$ cat src/rtl/csb_pkg.sv
package csb_pkg;

    localparam int ADDR_W  = 24;
    localparam int DATA_W  = 32;
    localparam int XDATA_W = 16;
    localparam int NUM_CS  = 4;
    localparam int WAIT_W  = 2;
    localparam int LEN_W   = 3;
    localparam int CFG_W   = 16;

    localparam logic [ADDR_W-1:0] WIN_LO    = 24'h100000;
    localparam logic [CFG_W-1:0]  CFG_FIXED = 16'h5500;

    typedef enum logic [1:0] {
        SZ_BYTE = 2'd0,
        SZ_HALF = 2'd1,
        SZ_WORD = 2'd2,
        SZ_RSVD = 2'd3
    } acc_size_e;

    typedef enum logic [1:0] {
        ST_IDLE,
        ST_BUS,
        ST_DONE
    } seq_state_e;

    typedef struct packed {
        logic [ADDR_W-1:0] addr;
        acc_size_e         size;
        logic              write;
        logic [DATA_W-1:0] wdata;
    } bus_req_t;

    // Register image: fixed pattern with the width controls on even low bits
    function automatic logic [CFG_W-1:0] cfg_image(input logic [NUM_CS-1:0] w16);
        logic [CFG_W-1:0] v;
        v = CFG_FIXED;
        for (int i = 0; i < NUM_CS; i++) begin
            v[2*i] = w16[i];
        end
        return v;
    endfunction

    // Clocks per external cycle
    function automatic logic [LEN_W-1:0] cycle_len(input logic sep,
                                                   input logic [WAIT_W-1:0] n);
        return (sep ? LEN_W'(2) : LEN_W'(3)) + LEN_W'(n);
    endfunction

    // Number of external cycles minus one
    function automatic logic [1:0] extra_cycles(input acc_size_e sz,
                                                input logic port16);
        if (port16) begin
            return (sz == SZ_BYTE || sz == SZ_HALF) ? 2'd0 : 2'd1;
        end
        case (sz)
            SZ_BYTE: return 2'd0;
            SZ_HALF: return 2'd1;
            default: return 2'd3;
        endcase
    endfunction

endpackage

$ cat src/rtl/csb_cfg_reg.sv
module csb_cfg_reg
    import csb_pkg::*;
(
    input  logic              clk,
    input  logic              rst,
    input  logic              cfg_we,
    input  logic [CFG_W-1:0]  cfg_wdata,
    output logic [CFG_W-1:0]  cfg_rdata,
    output logic [NUM_CS-1:0] width16
);

    logic [NUM_CS-1:0] w16_q;

    always_ff @(posedge clk) begin
        if (rst) begin
            w16_q <= '1;
        end else if (cfg_we) begin
            for (int i = 0; i < NUM_CS; i++) begin
                w16_q[i] <= cfg_wdata[2*i];
            end
        end
    end

    assign width16   = w16_q;
    assign cfg_rdata = cfg_image(w16_q);

endmodule

$ cat src/rtl/csb_decode.sv
module csb_decode
    import csb_pkg::*;
#(
    parameter logic [NUM_CS*ADDR_W-1:0] CS_LIMITS =
        {24'hBFFFFF, 24'h9FFFFF, 24'h6FFFFF, 24'h3FFFFF}
) (
    input  logic [ADDR_W-1:0] addr,
    output logic [NUM_CS-1:0] sel,
    output logic              hit
);

    for (genvar i = 0; i < NUM_CS; i++) begin : g_rgn
        localparam logic [ADDR_W-1:0] HI = CS_LIMITS[i*ADDR_W +: ADDR_W];
        if (i == 0) begin : g_first
            assign sel[i] = (addr >= WIN_LO) && (addr <= HI);
        end else begin : g_rest
            localparam logic [ADDR_W-1:0] LO =
                CS_LIMITS[(i-1)*ADDR_W +: ADDR_W] + ADDR_W'(1);
            assign sel[i] = (addr >= LO) && (addr <= HI);
        end
    end

    assign hit = |sel;

endmodule

$ cat src/rtl/csb_lane.sv
module csb_lane
    import csb_pkg::*;
(
    input  logic [1:0]         lane_addr,
    input  logic               port16,
    input  logic               byte_only,
    input  logic [DATA_W-1:0]  wdata,
    input  logic [XDATA_W-1:0] ext_rdata,
    input  logic [DATA_W-1:0]  rbuf_in,
    output logic [1:0]         be,
    output logic [XDATA_W-1:0] xwdata,
    output logic [DATA_W-1:0]  rbuf_out
);

    always_comb begin
        rbuf_out = rbuf_in;
        xwdata   = '0;
        be       = '0;
        if (port16) begin
            be = byte_only ? (lane_addr[0] ? 2'b10 : 2'b01) : 2'b11;
            for (int l = 0; l < 2; l++) begin
                xwdata[8*l +: 8] = wdata[16*lane_addr[1] + 8*l +: 8];
                if (be[l]) begin
                    rbuf_out[16*lane_addr[1] + 8*l +: 8] = ext_rdata[8*l +: 8];
                end
            end
        end else begin
            be          = 2'b01;
            xwdata[7:0] = wdata[8*lane_addr +: 8];
            rbuf_out[8*lane_addr +: 8] = ext_rdata[7:0];
        end
    end

endmodule

$ cat src/rtl/csb_seq.sv
module csb_seq
    import csb_pkg::*;
(
    input  logic               clk,
    input  logic               rst,
    input  logic               req_valid,
    input  bus_req_t           req,
    input  logic               hit,
    input  logic [NUM_CS-1:0]  cs_sel,
    input  logic               port16,
    input  logic [WAIT_W-1:0]  wait_n,
    input  logic               sep_mode,
    input  logic [XDATA_W-1:0] ext_rdata,
    output logic [NUM_CS-1:0]  ext_cs,
    output logic [ADDR_W-1:0]  ext_addr,
    output logic               ext_rd,
    output logic               ext_wr,
    output logic [1:0]         ext_be,
    output logic [XDATA_W-1:0] ext_wdata,
    output logic [DATA_W-1:0]  req_rdata,
    output logic               req_ready,
    output logic               req_err
);

    seq_state_e        state;
    bus_req_t          cur;
    logic              p16_q;
    logic [LEN_W-1:0]  len_q;
    logic [LEN_W-1:0]  cnt_q;
    logic [1:0]        left_q;
    logic [NUM_CS-1:0] cs_q;
    logic [DATA_W-1:0] rbuf_q;
    logic              err_q;

    logic [1:0]         be_w;
    logic [XDATA_W-1:0] xw_w;
    logic [DATA_W-1:0]  rmerge;
    logic               last_clk;
    logic               active;

    csb_lane u_lane (
        .lane_addr (cur.addr[1:0]),
        .port16    (p16_q),
        .byte_only (cur.size == SZ_BYTE),
        .wdata     (cur.wdata),
        .ext_rdata (ext_rdata),
        .rbuf_in   (rbuf_q),
        .be        (be_w),
        .xwdata    (xw_w),
        .rbuf_out  (rmerge)
    );

    assign last_clk = (cnt_q == len_q - LEN_W'(1));
    assign active   = (state == ST_BUS);

    always_ff @(posedge clk) begin
        if (rst) begin
            state  <= ST_IDLE;
            cur    <= '0;
            p16_q  <= 1'b0;
            len_q  <= '0;
            cnt_q  <= '0;
            left_q <= '0;
            cs_q   <= '0;
            rbuf_q <= '0;
            err_q  <= 1'b0;
        end else begin
            case (state)
                ST_IDLE: begin
                    if (req_valid) begin
                        cur    <= req;
                        p16_q  <= port16;
                        len_q  <= cycle_len(sep_mode, wait_n);
                        cnt_q  <= '0;
                        left_q <= extra_cycles(req.size, port16);
                        cs_q   <= cs_sel;
                        rbuf_q <= '0;
                        err_q  <= !hit;
                        state  <= hit ? ST_BUS : ST_DONE;
                    end
                end
                ST_BUS: begin
                    if (last_clk) begin
                        if (!cur.write) begin
                            rbuf_q <= rmerge;
                        end
                        cnt_q <= '0;
                        if (left_q == 2'd0) begin
                            state <= ST_DONE;
                        end else begin
                            left_q   <= left_q - 2'd1;
                            cur.addr <= cur.addr + (p16_q ? ADDR_W'(2) : ADDR_W'(1));
                        end
                    end else begin
                        cnt_q <= cnt_q + LEN_W'(1);
                    end
                end
                default: begin
                    state <= ST_IDLE;
                end
            endcase
        end
    end

    assign ext_cs    = active ? cs_q : '0;
    assign ext_addr  = active ? cur.addr : '0;
    assign ext_rd    = active && !cur.write;
    assign ext_wr    = active && cur.write;
    assign ext_be    = active ? be_w : 2'b00;
    assign ext_wdata = (active && cur.write) ? xw_w : '0;
    assign req_ready = (state == ST_DONE);
    assign req_err   = req_ready && err_q;
    assign req_rdata = rbuf_q;

endmodule

$ cat src/rtl/csb_ctrl.sv
module csb_ctrl
    import csb_pkg::*;
#(
    parameter logic [NUM_CS*ADDR_W-1:0] CS_LIMITS =
        {24'hBFFFFF, 24'h9FFFFF, 24'h6FFFFF, 24'h3FFFFF}
) (
    input  logic               clk,
    input  logic               rst,
    input  logic               cfg_we,
    input  logic [CFG_W-1:0]   cfg_wdata,
    output logic [CFG_W-1:0]   cfg_rdata,
    input  logic               req_valid,
    input  logic               req_write,
    input  logic [1:0]         req_size,
    input  logic [ADDR_W-1:0]  req_addr,
    input  logic [DATA_W-1:0]  req_wdata,
    output logic [DATA_W-1:0]  req_rdata,
    output logic               req_ready,
    output logic               req_err,
    input  logic [WAIT_W-1:0]  wait_n,
    input  logic               sep_mode,
    output logic [NUM_CS-1:0]  ext_cs,
    output logic [ADDR_W-1:0]  ext_addr,
    output logic               ext_rd,
    output logic               ext_wr,
    output logic [1:0]         ext_be,
    output logic [XDATA_W-1:0] ext_wdata,
    input  logic [XDATA_W-1:0] ext_rdata
);

    logic [NUM_CS-1:0] width16;
    logic [NUM_CS-1:0] sel;
    logic              hit;
    bus_req_t          req;

    assign req = '{addr: req_addr, size: acc_size_e'(req_size),
                   write: req_write, wdata: req_wdata};

    csb_cfg_reg u_cfg (
        .clk       (clk),
        .rst       (rst),
        .cfg_we    (cfg_we),
        .cfg_wdata (cfg_wdata),
        .cfg_rdata (cfg_rdata),
        .width16   (width16)
    );

    csb_decode #(.CS_LIMITS(CS_LIMITS)) u_dec (
        .addr (req_addr),
        .sel  (sel),
        .hit  (hit)
    );

    csb_seq u_seq (
        .clk       (clk),
        .rst       (rst),
        .req_valid (req_valid),
        .req       (req),
        .hit       (hit),
        .cs_sel    (sel),
        .port16    (|(sel & width16)),
        .wait_n    (wait_n),
        .sep_mode  (sep_mode),
        .ext_rdata (ext_rdata),
        .ext_cs    (ext_cs),
        .ext_addr  (ext_addr),
        .ext_rd    (ext_rd),
        .ext_wr    (ext_wr),
        .ext_be    (ext_be),
        .ext_wdata (ext_wdata),
        .req_rdata (req_rdata),
        .req_ready (req_ready),
        .req_err   (req_err)
    );

endmodule

$ cat config.mk
export PLATFORM = sky130hd
export DESIGN_NAME = csb_ctrl
export DESIGN_NICKNAME = d
export VERILOG_FILES = /design/src/rtl/csb_pkg.sv /design/src/rtl/csb_cfg_reg.sv /design/src/rtl/csb_decode.sv /design/src/rtl/csb_lane.sv /design/src/rtl/csb_seq.sv /design/src/rtl/csb_ctrl.sv
export SDC_FILE = /design/constraint.sdc
export NUM_CORES = 1
export LEC_CHECK = 0
export BUFFER_PORTS_ARGS = -buffer_cell sky130_fd_sc_hd__buf_2
export CORE_UTILIZATION = 54
export CTS_BUF_LIST = sky130_fd_sc_hd__clkbuf_4
export DETAILED_ROUTE_END_ITERATION = 8
export PLACE_DENSITY = 0.91
export SLEW_MARGIN = 20
export SYNTH_ARGS = -nofsm -noshare
export SYNTH_HDL_FRONTEND = slang
export SYNTH_HIERARCHICAL = 1
export SYNTH_SLANG_ARGS = --single-unit
$ cat constraint.sdc
create_clock -name clk -period 2.85 [get_ports clk]
set_clock_uncertainty 0.1 [all_clocks]
set_input_delay 0.855 -clock clk [delete_from_list [all_inputs] [get_ports clk]]
set_output_delay 0.855 -clock clk [all_outputs]
set_load 0.02 [all_outputs]
==> summary.txt <==
Outcome
  – Status: finished, final reports clean

Worst setup path
  – CP Data Required Time: 1.90 ns
  – Crit end category: output port
  – Critical path arrival: 1.86 ns
  – Crit start category: flop
  – Critical Path Fanout Max: 5
  – Crit Path Class: reg2out

Synth
  – Async SR Flop Fraction: 0%
  – Cell Area, Synth: 0.00681 mm^2
  – Sequential fraction of the synthesis area: between 30% and 40%
  – Number of synthesized register bits: 111
  – Post-synthesis cell count: ~850
  – Post-synth top flop: dfxtp_1
  – Syn avg cell area: 8.04 um^2
  – Post-synth EDFFs: 0
  – Synth warn: 6
  – Netlist cell types: between 70 and 80

Placement
  – Gpl congestion: about 0.84
  – Setup Slack @ Placement: 0.210 ns
  – DP Wirelength: 12.1 mm
  – IO Port Bufs: ~170

Global routing
  – Largest net degree at the start of global routing: 65
  – First-pass GRT wire length: 29.1 mm
  – GRT overflow: 0
  – Initial antenna violation count: 1
  – Number of global-route vias before repair: 6100
  – Global-route usage over all layers: between 20 and 30%

Die
  – Top Ports: 196
  – Initial Utilization: ~56%
  – Core area: between 0.01 and 0.015 mm^2
  – Rows: 40
  – Die width: 114 um
  – Die H: 114 um
  – Total die area: 0.0131 mm^2

Job
  – Max-Cap Viols: 0

Clock network
  – Clk sink count: 111
  – CTS buffer count: 9
  – H-tree lvl count: 3
  – CTS tree: done
  – Clock-pin slew on the worst setup and hold paths: 0.16 ns
  – Longest Clk Path Bufs: 2
  – Root Buffer: clkbuf_4
  – Clk_lat worst skew: 0.50 ns

Cells and area
  – Commonest non-fill, non-tap cells in the layout: 162 x buf_2, 132 x nand2_1, 106 x dfxtp_1
  – Share of layout cells above drive strength 1: between 20% and 30%
  – Layout overhead on the synthesized area: 17.4%
  – Fin util: 65.7%
  – Commonest non-fill, non-tap cell in the layout: buf_2
  – Fin nets: 1093

Route
  – DR DRC count: 0
  – Avg WL per Cell: 16.3 um
  – Via count: just under 7000
  – DR pass1 iterations: 6
  – Drt via density: 5.97
  – Total wire length: 18.9 mm
  – Starting DRC count in detailed routing: 883
  – Post-route antenna net violation count: 0

Timing
  – Worst rel slew slack: between 50% and 60%
  – Final min period: 2.81 ns
  – RSZ-0062 raised after global routing: yes
  – Final hold slack: approximately 0.36 ns
  – Setup ws final: 0.0380 ns
  – Setup TNS: 0 ns
  – Final setup violation count: 0
  – Hold Fails Final Rpt: 0
  – Worst Tran Pin Value: slightly below 0.7 ns
  – Fin. max-slew vios: 0
  – Fmax: 356 MHz
  – Final worst-path cycle share: 98.7%

Power
  – Clock share of power: about an eighth
  – P_leak: 3.37 nW
  – Pint: 3.61 mW
  – Net Switching: just over 3 mW
  – Power, Total: 6.70 mW
  – Cell Pwr Density: 837 mW/mm^2
  – Comb pwr share: 54.6%
  – Seq pwr share: 32.9%
  – Maximum vdd ir drop: 0.000665 V
  – Sw Share: 46.1%

Hold path
  – Worst Hold Class: reg2reg
registers in the layout (all words and copies together), names as in the netlist:
signal and cells:
u_cfg/width16 4, u_seq/cnt_q 3, u_seq/cs_q 4, u_seq/cur 59, u_seq/err_q 1, u_seq/left_q 2
u_seq/len_q 3, u_seq/p16_q 1, u_seq/req_rdata 32, u_seq/state 2
power by group through the flow:
| stage | logic, mW | clock network [mW] | registers (mW) |
|---|---|---|---|
| finish | 3.65 | 0.840 | 2.20 |
| CTS | 3.55 | 0.854 | 2.18 |
| global route | 3.99 | 0.906 | 2.25 |
| detailed placement | 3.36 | 0 | 2.21 |
| global placement | 3.29 | 0 | 2.20 |
| floorplan | 2.71 | 0 | 2.17 |
kinds of logic after synthesis:
kind of cell | after synthesis | synth area share, %
compound gates | 248 | 25.5
xor+xnor | 7 | 1.12
fa+ha+maj | 13 | 2.50
buf+inv | 104 | 8.47
flops | 111 | 32.6
mux | 19 | 4.26
other cells | 2 | 0.110
simple gates | 343 | 25.4
worst max-delay path, stage by stage (launching register included):
cell and delay [ns]:
dfxtp_4 0.42, clkbuf_16 0.16, mux4_2 0.49, and3_4 0.18
buf_6 0.12
worst paths after layout:
path,from,endpoint,slack (ns),depth (start not counted)
max,u_seq/cur[36],ext_wdata[6],0.04,4
min reg2reg,u_seq/cs_q[2],u_seq/cs_q[2],0.36,2
min,u_seq/cs_q[2],u_seq/cs_q[2],0.36,2
max reg2reg,u_seq/cur[36],u_seq/cur[55],0.18,9
per-stage QoR:
stage                     instance area (um^2)  std cells
final                                     8000       1156
after global routing                      8000       1156
after CTS                                 7860       1152
after detailed placement                  7620       1131
after global placement                    7620       1131
after floorplan                           6850        857
timing repair:
action,4_1_cts,5_1_grt
setup buffers,3,2
resized for setup,6,27
endpoints found under the setup margin,9,18
gates cloned,2,2
hold buffers,0,0
synthesized netlist by cell type, types with 6 or more instances:
cell | instances | share of area (%)
buf_6 | 6 | 0.99
mux4_2 | 8 | 2.6
buf_4 | 17 | 1.9
mux2i_1 | 11 | 1.6
nor2b_1 | 15 | 1.4
nand4_1 | 7 | 0.64
nand2_1 | 132 | 7.3
nor2_1 | 36 | 2.0
a31oi_1 | 13 | 1.2
nand2b_1 | 8 | 0.73
clkbuf_1 | 39 | 2.1
nand3_1 | 48 | 3.5
a32oi_1 | 23 | 3.0
nor3_1 | 16 | 1.2
a221oi_1 | 12 | 1.5
a311oi_1 | 9 | 1.2
a211oi_1 | 9 | 0.99
buf_2 | 13 | 0.96
o21ai_0 | 20 | 1.5
inv_1 | 17 | 0.94
a21oi_1 | 92 | 6.8
ha_1 | 12 | 2.2
and3_1 | 20 | 1.8
clkbuf_8 | 6 | 1.2
and2_1 | 35 | 3.2
a22o_1 | 34 | 4.4
dfxtp_1 | 111 | 33
final cells by class:
class | count | area [um^2]
Multi-Input combinational cell | 642 | 4110
Fill cell | 1035 | 4170
Sequential cell | 111 | 2230
Clock buffer | 12 | 90.1
Clock inverter | 4 | 52.6
Timing Repair Buffer | 200 | 1230
Tap cell | 168 | 210
Antenna cell | 1 | 2.50
Inverter | 18 | 67.6
layer usage:
layer  track usage [%]  wire (um)
met1              34.8       7960
met4              8.14        284
met3              7.57       1550
met5                 0          0
met2              46.1       9080
Power figures use the tool's default switching activity.
